$ cat config.mk
export PLATFORM = sky130hd
export DESIGN_NAME = pft_frame_tx
export DESIGN_NICKNAME = d
export VERILOG_FILES = /design/src/rtl/pft_pkg.sv /design/src/rtl/pft_period_div.sv /design/src/rtl/pft_data_cnt.sv /design/src/rtl/pft_frame_tx.sv
export SDC_FILE = /design/constraint.sdc
export NUM_CORES = 1
export LEC_CHECK = 0
export ABC_CLOCK_PERIOD_IN_PS = 3400
export BUFFER_PORTS_ARGS = -buffer_cell sky130_fd_sc_hd__clkbuf_2
export CAP_MARGIN = 30
export CORE_MARGIN = 5
export CORE_UTILIZATION = 45
export DETAILED_ROUTE_END_ITERATION = 12
export SETUP_SLACK_MARGIN = 0.02
export SLEW_MARGIN = 25
export SYNTH_ARGS = -nofsm -noshare
export SYNTH_HDL_FRONTEND = slang
export SYNTH_HIERARCHICAL = 1
export SYNTH_SLANG_ARGS = --single-unit
$ cat constraint.sdc
create_clock -name clk -period 3.4 [get_ports clk]
set_input_delay 0.34 -clock clk [delete_from_list [all_inputs] [get_ports clk]]
set_output_delay 0.34 -clock clk [all_outputs]
set_load 0.05 [all_outputs]
$ cat src/rtl/pft_pkg.sv
`timescale 1ns/1ps
package pft_pkg;

    localparam int CODE_W = 2;
    localparam int RUN_W  = 4;

    // high-run lengths in periods
    localparam logic [RUN_W-1:0] START_RUN  = 4'd10;
    localparam logic [RUN_W-1:0] END_RUN    = 4'd8;
    localparam logic [RUN_W-1:0] DET_WINDOW = 4'd7;

    localparam logic [CODE_W-1:0] CODE_CLOSE = 2'b00;
    localparam logic [CODE_W-1:0] CODE_PAD   = 2'b01;

    typedef enum logic [1:0] {
        ST_IDLE,
        ST_ARMED,
        ST_HIGH,
        ST_LOW
    } pft_state_e;

    typedef enum logic [1:0] {
        K_START,
        K_DATA,
        K_END
    } pft_kind_e;

    // data kind n lasts 2*n high periods
    function automatic logic [RUN_W-1:0] data_run(input logic [CODE_W-1:0] code);
        return {{(RUN_W-CODE_W-1){1'b0}}, code, 1'b0};
    endfunction

endpackage

$ cat src/rtl/pft_period_div.sv
`timescale 1ns/1ps
module pft_period_div #(
    parameter int PERIOD_CLKS = 78100
) (
    input  logic clk,
    input  logic rst_n,
    input  logic ext_tick,
    output logic tick
);

    localparam int DW = (PERIOD_CLKS > 1) ? $clog2(PERIOD_CLKS) : 1;
    localparam logic [DW-1:0] LAST = DW'(PERIOD_CLKS - 1);

    logic [DW-1:0] cnt_q;
    logic          wrap;

    assign wrap = (cnt_q == LAST);
    assign tick = ext_tick | wrap;

    // shared tick realigns the local count; wrap covers a missing tick
    always_ff @(posedge clk) begin
        if (!rst_n) begin
            cnt_q <= '0;
        end else if (tick) begin
            cnt_q <= '0;
        end else begin
            cnt_q <= cnt_q + 1'b1;
        end
    end

    AST_DIV_RESTART: assert property (@(posedge clk) disable iff (!rst_n)
        ext_tick |=> !tick || ext_tick);

endmodule

$ cat src/rtl/pft_data_cnt.sv
`timescale 1ns/1ps
module pft_data_cnt #(
    parameter int MIN_DATA = 15
) (
    input  logic clk,
    input  logic rst_n,
    input  logic clear,
    input  logic incr,
    output logic min_met
);

    localparam int CW = $clog2(MIN_DATA + 1);
    localparam logic [CW-1:0] TARGET = CW'(MIN_DATA);

    logic [CW-1:0] cnt_q;

    always_ff @(posedge clk) begin
        if (!rst_n) begin
            cnt_q <= '0;
        end else if (clear) begin
            cnt_q <= '0;
        end else if (incr && (cnt_q != TARGET)) begin
            cnt_q <= cnt_q + 1'b1;
        end
    end

    assign min_met = (cnt_q == TARGET);

    AST_CNT_ONE_OP: assert property (@(posedge clk) disable iff (!rst_n)
        $onehot0({clear, incr}));

endmodule

$ cat src/rtl/pft_frame_tx.sv
`timescale 1ns/1ps
module pft_frame_tx
    import pft_pkg::*;
#(
    parameter int PERIOD_CLKS = 78100,
    parameter int MIN_DATA    = 15
) (
    input  logic              clk,
    input  logic              rst_n,
    input  logic              period_tick,
    input  logic              abort,
    input  logic              start,
    input  logic              sym_valid,
    input  logic [CODE_W-1:0] sym_code,
    output logic              sym_ready,
    output logic              bus_out,
    output logic              frame_active,
    output logic              eof_flag,
    output logic              det_stop
);

    pft_state_e       st_q, st_d;
    pft_kind_e        kind_q, kind_d;
    logic [RUN_W-1:0] rem_q, rem_d;
    logic             eof_q, eof_d;
    logic             tick;
    logic             cnt_clr, cnt_inc, min_met;
    logic             take_data;

    pft_period_div #(.PERIOD_CLKS(PERIOD_CLKS)) u_div (
        .clk      (clk),
        .rst_n    (rst_n),
        .ext_tick (period_tick),
        .tick     (tick)
    );

    pft_data_cnt #(.MIN_DATA(MIN_DATA)) u_cnt (
        .clk     (clk),
        .rst_n   (rst_n),
        .clear   (cnt_clr),
        .incr    (cnt_inc),
        .min_met (min_met)
    );

    assign take_data = sym_valid && (sym_code != CODE_CLOSE);

    // next-state logic
    always_comb begin
        st_d    = st_q;
        kind_d  = kind_q;
        rem_d   = rem_q;
        eof_d   = eof_q;
        cnt_clr = 1'b0;
        cnt_inc = 1'b0;
        if (abort) begin
            st_d   = ST_IDLE;
            kind_d = K_START;
            rem_d  = '0;
            eof_d  = 1'b0;
        end else begin
            unique case (st_q)
                ST_IDLE: begin
                    if (start) begin
                        st_d  = ST_ARMED;
                        eof_d = 1'b0;
                    end
                end
                ST_ARMED: begin
                    if (tick) begin
                        st_d    = ST_HIGH;
                        kind_d  = K_START;
                        rem_d   = START_RUN - 1'b1;
                        cnt_clr = 1'b1;
                    end
                end
                ST_HIGH: begin
                    if (tick) begin
                        if (rem_q == '0) begin
                            st_d = ST_LOW;
                        end else begin
                            rem_d = rem_q - 1'b1;
                        end
                    end
                end
                ST_LOW: begin
                    if (tick) begin
                        if (kind_q == K_END) begin
                            st_d   = ST_IDLE;
                            kind_d = K_START;
                            eof_d  = 1'b1;
                        end else begin
                            st_d = ST_HIGH;
                            if (take_data) begin
                                kind_d  = K_DATA;
                                rem_d   = data_run(sym_code) - 1'b1;
                                cnt_inc = 1'b1;
                            end else if (min_met) begin
                                kind_d = K_END;
                                rem_d  = END_RUN - 1'b1;
                            end else begin
                                kind_d  = K_DATA;
                                rem_d   = data_run(CODE_PAD) - 1'b1;
                                cnt_inc = 1'b1;
                            end
                        end
                    end
                end
                default: st_d = ST_IDLE;
            endcase
        end
    end

    // state register
    always_ff @(posedge clk) begin
        if (!rst_n) begin
            st_q   <= ST_IDLE;
            kind_q <= K_START;
            rem_q  <= '0;
            eof_q  <= 1'b0;
        end else begin
            st_q   <= st_d;
            kind_q <= kind_d;
            rem_q  <= rem_d;
            eof_q  <= eof_d;
        end
    end

    // outputs
    always_comb begin
        bus_out      = (st_q != ST_LOW);
        frame_active = ((st_q == ST_HIGH) || (st_q == ST_LOW)) && (kind_q != K_START);
        det_stop     = (kind_q == K_END) &&
                       (((st_q == ST_HIGH) && (rem_q < DET_WINDOW - 1'b1)) || (st_q == ST_LOW));
        sym_ready    = (st_q == ST_LOW) && (kind_q != K_END) && tick && !abort;
        eof_flag     = eof_q;
    end

    AST_ABORT_QUIET: assert property (@(posedge clk) disable iff (!rst_n)
        abort |=> bus_out && !frame_active && !det_stop && !eof_flag);

    AST_HOLD_NO_TICK: assert property (@(posedge clk) disable iff (!rst_n)
        (!tick && !abort) |=> $stable(bus_out));

    AST_READY_THEN_HIGH: assert property (@(posedge clk) disable iff (!rst_n)
        sym_ready |=> bus_out && !sym_ready);

    AST_DET_BEFORE_EOF: assert property (@(posedge clk) disable iff (!rst_n)
        $rose(eof_flag) |-> $past(det_stop));

    AST_END_NEEDS_MIN: assert property (@(posedge clk) disable iff (!rst_n)
        (st_q == ST_HIGH && kind_q == K_END && $past(st_q) == ST_LOW) |-> min_met);

    AST_ACTIVE_NO_EOF: assert property (@(posedge clk) disable iff (!rst_n)
        frame_active |-> !eof_flag);

endmodule

### After elaboration in Yosys (flattened, before gate mapping)

Cells that the tools add are included.

* word-level logic and storage cells: 89
* input bits: 8
* output and inout port bits: 5
* bits in read-only memories: 0
* flip-flop bits (word level): 30
* bits in latches: 0
* memories: 0
* RAM bits: 0

* equality and inequality tests: 17
* reductions and logical operators: 25
* shifts and indexed selects: 0
* $lt $le $gt $ge: 1
* bitwise gates (word level): 2
* divide/modulo/power cells: 0
* $add $sub $neg: 4
* multiply operators: 0
* muxes and demuxes: 34

Operators with widths (count)
* 4-bit 2-to-1 mux: 6
* 2-bit 2-to-1 mux: 11
* 2-bit != test (second input constant): 10
* 17-bit by 1-bit adder with 17-bit output (second input constant): 1
* 17-bit == test (second input constant): 1
* 1-bit 2-to-1 mux: 12
* 4-bit one-hot mux with 3 select lines: 1
* 1-bit logical AND: 8
* 2-bit one-hot mux with 4 select lines: 1
* 2-bit nonzero test: 4
* 2-bit == test (second input constant): 3
* 6-bit AND reduction: 1
* 2-bit OR reduction: 3
* 5-bit AND reduction: 1
* 4-bit by 1-bit adder with 4-bit output (second input constant): 1
* 4-bit == test (second input constant): 1
* 4-bit logical NOT: 1
* 4-bit by 3-bit less-than comparator with 1-bit output (second input constant): 1
* 4-bit != test (second input constant): 1
* 2-bit one-hot mux with 2 select lines: 1
* 4-bit AND reduction: 1
* 3-bit by 1-bit subtractor with 4-bit output (second input constant): 1
* 4-bit by 1-bit subtractor with 4-bit output (second input constant): 1
* 3-bit 2-to-1 mux: 1
* other kinds (9): 10

### Depth between registers and ports, before layout

Gate-level depths: netlist of run 1.

* depth in word-level cells: 8
* mapped depth: 9

### Modules after synthesis

Netlist of run 1, hierarchy kept.

By module, submodules not included
* pft_period_div: area each 802.0 µm², cells each 92, instances 1
* pft_frame_tx: area each 659.4 µm², cells each 81, instances 1
* pft_data_cnt: area each 197.7 µm², cells each 22, instances 1

### Least setup slack after synthesis of run 1

No wires, ideal clock.

* path kind: register to output
* start: register u_div.cnt_q[0]
* end: output sym_ready
* slack: 0.341 ns
* cell stages (with the launch flop): 7
* data arrival time: 2.719 ns
* path through: dfxtp_1 > ha_1 > and4bb_1 > nand4_1 > nand2b_1 > nand2_2 > nor4bb_1

* cells in the longest elaborated chain, start to end: 4

RTL lines
* start: declaration: RTL line pft_period_div.sv:14 `logic [DW-1:0] cnt_q;`
* start signal: assignment: RTL line pft_period_div.sv:27 `cnt_q <= cnt_q + 1'b1;`
* 17-bit == test: RTL line pft_period_div.sv:17 `assign wrap = (cnt_q == LAST);`
* 1-bit bitwise OR: RTL line pft_period_div.sv:18 `assign tick = ext_tick | wrap;`
* named net tick: RTL line pft_frame_tx.sv:26 `logic tick;`
* 1-bit logical AND (2 in a row): RTL line pft_frame_tx.sv:134 `sym_ready = (st_q == ST_LOW) && (kind_q != K_END) && tick && !abort;`
* end: declaration: RTL line pft_frame_tx.sv:15 `output logic sym_ready,`

The timed path passes the listed nets, and every way through them passes these cells.

### Final worst setup path of run 1

* start: register u_div.cnt_q[0]
* end: register u_cnt.cnt_q[0]

* cells in the longest elaborated chain, start to end: 6

RTL lines
* 17-bit == test: RTL line pft_period_div.sv:17
* 1-bit bitwise OR: RTL line pft_period_div.sv:18
* named net tick: RTL line pft_frame_tx.sv:26
* 1-bit 2-to-1 mux: RTL line pft_frame_tx.sv:86 `if (tick) begin`
* 1-bit 2-to-1 mux: RTL line pft_frame_tx.sv:61 `unique case (st_q)`
* 1-bit 2-to-1 mux: RTL line pft_frame_tx.sv:55 `if (abort) begin`
* named net cnt_inc: RTL line pft_frame_tx.sv:27 `logic cnt_clr, cnt_inc, min_met;`
* 1-bit logical AND: RTL line pft_data_cnt.sv:22 `end else if (incr && (cnt_q != TARGET)) begin`
* end signal: assignment: RTL line pft_data_cnt.sv:23 `cnt_q <= cnt_q + 1'b1;`
* end: declaration: RTL line pft_data_cnt.sv:15 `logic [CW-1:0] cnt_q;`

The timed path passes the listed nets, and every way through them passes these cells.
A chain may end at the register's enable or synchronous reset.

==> out/results.ini, run 1 <==
[outcome]
status=completed

[sta]
setup_violations=0
fin_crit_sh=0.856
setup_tns_ns=0
tightest_slew_ns=0.794
hold_viol_final=0
clock.fmax_ghz=0.344
period_needed_ns=2.91
rsz0062_at_grt=false
skew_ns=0.00321
slew_headroom=0.463
slew_viol_final=0

[floorplan]
die_area_sq_mm=0.00500
start_util=0.460
ios=13
core_area_sq_mm=0.00361
row_count=22
die_w_um=70.7
die_h_um=70.7

[flow_run]
maxCapViolations=0

[clock_tree]
cts_resized=0
cts_buffer_depth=2
cts_buffers=5
cts_setup_buffers=0
cts.sinks=30
tritoncts=done
clock_latency_ns=0.28
htreeDepth=2
clk_pin_slew_worst_paths_ns=0.06
cts_root_buffer=clkbuf_8
cts_hold_buf=0

[worst_setup_path]
start_kind=flip-flop
cp_slowest_cell=nor4b_1
path_cells=ha_1 > and4bb_1 > nand4_1 > nand2b_1 > nand2_1 > nor4b_1 > clkinv_1 > or3_1 > a21oi_1
worst-path-max-fanout=6
critPathKind=flip-flop to flip-flop
slowest_delay_ns=0.70
crit_family=simple AND/OR/NAND/NOR gates
worstSetupEndpointType=flip-flop
path_buf_inv=1
arrival_ns=3.12
critPathRequiredTime_ns=3.61

[routing]
firstDrtPassIters=4
drc=0
via_per_inst=5.54
drt-wirelength-per-cell_um=13.4
drt_iter0_drc=82
num_vias=1425
wl_mm=3.45
ant_nets=0

[place]
place.gp.congestion=0.850
io_buffers=12
dpl.hpwl_mm=2.57

[layout]
area_delta_synth_final_pct=10.7
most-common-layout-cells=dfxtp_1 (30), nor2_1 (22), nand2_1 (17), xnor2_1 (12), clkbuf_2 (12)
regArea_sq_um=601
multiInputGateArea_sq_um=985
drive_gt1_frac=0.144
nFillCells=349
nNetsFinal=224
diodes=0
final_common_cell=dfxtp_1

[yosys]
synth_flop_cell=dfxtp_1
yosysWarnings=6
ys_ff_latch=30
netlist_instances=195
syn-num-nets=209
synth_enable_flop_cells=0
syn_area_sq_mm=0.00166
ys_types=48
seq_area_frac_synth=0.362
async_flop_share=0
avgSynthCellArea_sq_um=8.51

[min_path]
min_path_type=input pin to flip-flop

[pwr]
total_power_mw=0.667
ir_drop_v=0.000244
p_per_area_mw_per_mm2=363
p_leak_nw=0.596

[global_route]
grt_antenna_before_repair=0
grt_pass1_vias=1408
grt_max_degree=21
grt_overflow=0
grt_first_pass_wirelength_mm=6.10
grt.total_usage=0.148

[power breakdown]
part           leakage, nW  internal (mW)  switching [mW]  total [mW]
combinational        0.310         0.0128          0.0224      0.0351
clock               0.0431          0.156           0.120       0.275
sequential           0.242          0.354         0.00272       0.357
[synthesized netlist by cell type (2+ instances only)]
library cell / count / area share
or3_1: 3 / 0.011
and4_1: 2 / 0.011
nand3b_1: 4 / 0.018
o31ai_2: 2 / 0.015
nor4b_1: 3 / 0.016
ha_1: 6 / 0.045
nand3_1: 6 / 0.018
o21ai_1: 3 / 0.0090
nor2b_1: 3 / 0.011
nand4_1: 6 / 0.023
xnor2_1: 12 / 0.063
nor4_1: 4 / 0.015
dfxtp_1: 30 / 0.36
nand2_1: 17 / 0.038
nor3_1: 8 / 0.024
inv_1: 10 / 0.023
nor2_1: 22 / 0.050
nor4bb_1: 3 / 0.018
buf_2: 2 / 0.0060
a21oi_1: 11 / 0.033
xor2_1: 2 / 0.011
o21ai_0: 3 / 0.0090
nand2b_1: 6 / 0.023
o221ai_1: 2 / 0.011
and2_1: 2 / 0.0075
[cell type report]
class	instances	share of cell area
clock buffer	6	0.0450
multi-input combinational	149	0.536
inverter	11	0.0225
timing repair buffer	13	0.0368
sequential	30	0.327
tap	48	0.0327
[worst paths after layout]
check	from	end	slack, ns	depth (start not counted)
worst max-delay path	u_div/cnt_q[0]$_SDFF_PP0_	u_cnt/cnt_q[0]$_SDFFE_PP0P_	0.49	9
worst min-delay path	rst_n	u_cnt/cnt_q[3]$_SDFFE_PP0P_	0.43	3
worst max register to register	u_div/cnt_q[0]$_SDFF_PP0_	u_cnt/cnt_q[0]$_SDFFE_PP0P_	0.49	9
worst min register to register	eof_flag$_SDFFE_PP0P_	eof_flag$_SDFFE_PP0P_	0.49	2
[metrics by stage]
stage | util | setup WS, ns | hold WS, ns | cell area [sq um] | cells
6_report | 0.509 | 0.489 | 0.430 | 1840 | 257
5_1_grt | 0.509 | 0.142 | 0.458 | 1840 | 257
4_1_cts | 0.509 | 0.464 | 0.435 | 1840 | 257
3_5_place_dp | 0.486 | 0.541 | 0.480 | 1750 | 251
3_3_place_gp | 0.486 | 0.706 | 0.467 | 1750 | 251
2_1_floorplan | - | 0.341 | 0.451 | 1660 | 195
[routing by layer]
metal  share of wire  vias up  GRT usage
li1                -      722          -
met1            0.46      664      0.184
met2            0.48       32      0.235
met3           0.048        7     0.0497
met4           0.016        0     0.0605
met5               0        -          0
[kinds of logic (layout without fill, tap and decap cells)]
logic type      Yosys count  in the layout  share of synthesized area
fa+ha+maj                 6              6                     0.0452
xor+xnor                 14             14                     0.0739
flops                    30             30                      0.362
buf+inv                  16             30                     0.0445
simple gates             99             99                      0.341
compound gates           30             30                      0.133
[worst min-delay path, stage by stage]
cell	delay, ns
clkbuf_2	0.11
nand2b_1	0.15
a21oi_1	0.05
[sequential cells by signal, indices dropped and copies added (netlist names)]
name / count
u_div/cnt_q: 17
kind_q: 2
rem_q: 4
st_q: 2
eof_flag: 1
u_cnt/cnt_q: 4
No activity file was read; power rests on OpenSTA's default activity.
==> run 2: changes to the inputs <==
Settings changed: PLACE_DENSITY_LB_ADDON set to 0.12.
==> out/results.ini, run 2 (synthesized netlist as in run 1, its figures left out) <==
[pwr]
ir_drop_v=0.000269
p_seq_frac=0.523
p_per_area_mw_per_mm2=370
clkPwrFrac=0.426
switching_share=0.224
p_sw_mw=0.153
p_leak_nw=0.601
intPower_mw=0.530
combPwrFrac=0.051

[layout]
final_util=0.512
reg.largest.list=u_div/cnt_q (17), rem_q (4), u_cnt/cnt_q (4)
drive_gt1_frac=0.147
multiInputGateArea_sq_um=985
most-common-layout-cells=dfxtp_1 (30), nor2_1 (22), nand2_1 (17), xnor2_1 (12), clkbuf_2 (12)
diodes=0
nNetsFinal=224
area_delta_synth_final_pct=11.2
regArea_sq_um=601
largest_reg_flops=17
regMostFlops=u_div/cnt_q
final_common_cell=dfxtp_1
nFillCells=369
fin_cells=259

[place]
dp.cells=251
dpl.hpwl_mm=2.65
place.gp.congestion=0.823
io_buffers=12

[worst_setup_path]
cp_slowest_cell=nor4b_1
critPathKind=flip-flop to flip-flop
path_cells=ha_1 > and4bb_1 > nand4_1 > nand2b_1 > nand2_1 > nor4b_1 > clkinv_1 > or3_1 > a21oi_1
worst-path-max-fanout=6
worst-r2r-cell-count=9
reg2reg_to=u_cnt/cnt_q[0]$_SDFFE_PP0P_
r2r_start=u_div/cnt_q[0]$_SDFF_PP0_
arrival_ns=3.09
reg2reg_slack_ns=0.52
critPathRequiredTime_ns=3.61
crit_family=simple AND/OR/NAND/NOR gates
start_kind=flip-flop
worstSetupEndpointType=flip-flop
slowest_delay_ns=0.65
path_buf_inv=1

[global_route]
grt_overflow=0
grt_antenna_before_repair=0
grt_first_pass_wirelength_mm=6.22
grt.total_usage=0.155
grt_max_degree=21
grt_pass1_vias=1383

[floorplan]
start_util=0.460
ios=13
die_area_sq_mm=0.00500
row_count=22
core_area_sq_mm=0.00361
die_h_um=70.7
die_w_um=70.7

[routing]
wl_mm=3.57
via_per_inst=5.47
drc=0
drt-wirelength-per-cell_um=13.8
firstDrtPassIters=4
num_vias=1418
drt_iter0_drc=104
ant_nets=0

[sta]
fin_crit_sh=0.848
period_needed_ns=2.88
clock.fmax_ghz=0.347
rsz0062_at_grt=false
holdWs_ns=0.438
skew_ns=0.00559
hold_viol_final=0
slew_viol_final=0
tightest_slew_ns=0.727
slew_headroom=0.509
setup_tns_ns=0
setup_violations=0

[clock_tree]
cts.sinks=30
clk_pin_slew_worst_paths_ns=0.06
cts_hold_buf=0
cts_buffers=5
tritoncts=done
clock_latency_ns=0.28
cts_resized=0
cts_root_buffer=clkbuf_8
cts_setup_buffers=0
cts_buffer_depth=2
htreeDepth=2

[min_path]
hp-start=rst_n
hold_end=u_cnt/cnt_q[3]$_SDFFE_PP0P_
min_path_type=input pin to flip-flop
whs_path_depth=3

[flow_run]
maxCapViolations=0

[outcome]
status=completed

[run 2: worst max path at each step]
stage | from | end | slack (ns) | depth (start not counted)
finish | u_div/cnt_q[0]$_SDFF_PP0_ | u_cnt/cnt_q[0]$_SDFFE_PP0P_ | 0.52 | 9
global route | u_div/cnt_q[0]$_SDFF_PP0_ | u_cnt/cnt_q[0]$_SDFFE_PP0P_ | 0.21 | 9
CTS | u_div/cnt_q[0]$_SDFF_PP0_ | u_cnt/cnt_q[0]$_SDFFE_PP0P_ | 0.49 | 9
detailed placement | u_div/cnt_q[0]$_SDFF_PP0_ | u_cnt/cnt_q[0]$_SDFFE_PP0P_ | 0.51 | 9
global placement | u_div/cnt_q[0]$_SDFF_PP0_ | u_cnt/cnt_q[0]$_SDFFE_PP0P_ | 0.71 | 9
floorplan | u_div/cnt_q[0]$_SDFF_PP0_ | sym_ready | 0.34 | 6
[run 2: area by class of cell]
cell class              count  share of cell area
multi-input cells         149               0.534
flip-flops and latches     30               0.325
clock buffers               7              0.0468
repair buffers             13              0.0366
well taps                  48              0.0325
inverters                  11              0.0224
clock inverters             1             0.00271
[run 2: metal layers]
| layer | track usage | wire (um) |
|---|---|---|
| met1 | 0.193 | 1660 |
| met2 | 0.244 | 1740 |
| met3 | 0.0483 | 125 |
| met4 | 0.0689 | 52 |
| met5 | 0 | 0 |
[run 2: tightest hold or removal path, delay by kind of cell]
family,cells,cell delay [ns]
simple gates,1,0.16
buf+inv,1,0.11
compound gates,1,0.06
[run 2: through the flow]
stage / power (mW) / setup WS (ns) / area (sq um)
after floorplan: 0.388 / 0.341 / 1660
after global placement: 0.398 / 0.711 / 1750
after detailed placement: 0.400 / 0.514 / 1750
after CTS: 0.695 / 0.492 / 1850
final: 0.682 / 0.518 / 1850
after global routing: 0.719 / 0.210 / 1850
[run 2: power groups by stage]
stage	logic (mW)	registers [mW]	clock network, mW
floorplan	0.0244	0.364	0
global route	0.0390	0.357	0.323
CTS	0.0352	0.357	0.304
detailed placement	0.0351	0.364	0
global placement	0.0338	0.364	0
finish	0.0351	0.357	0.290
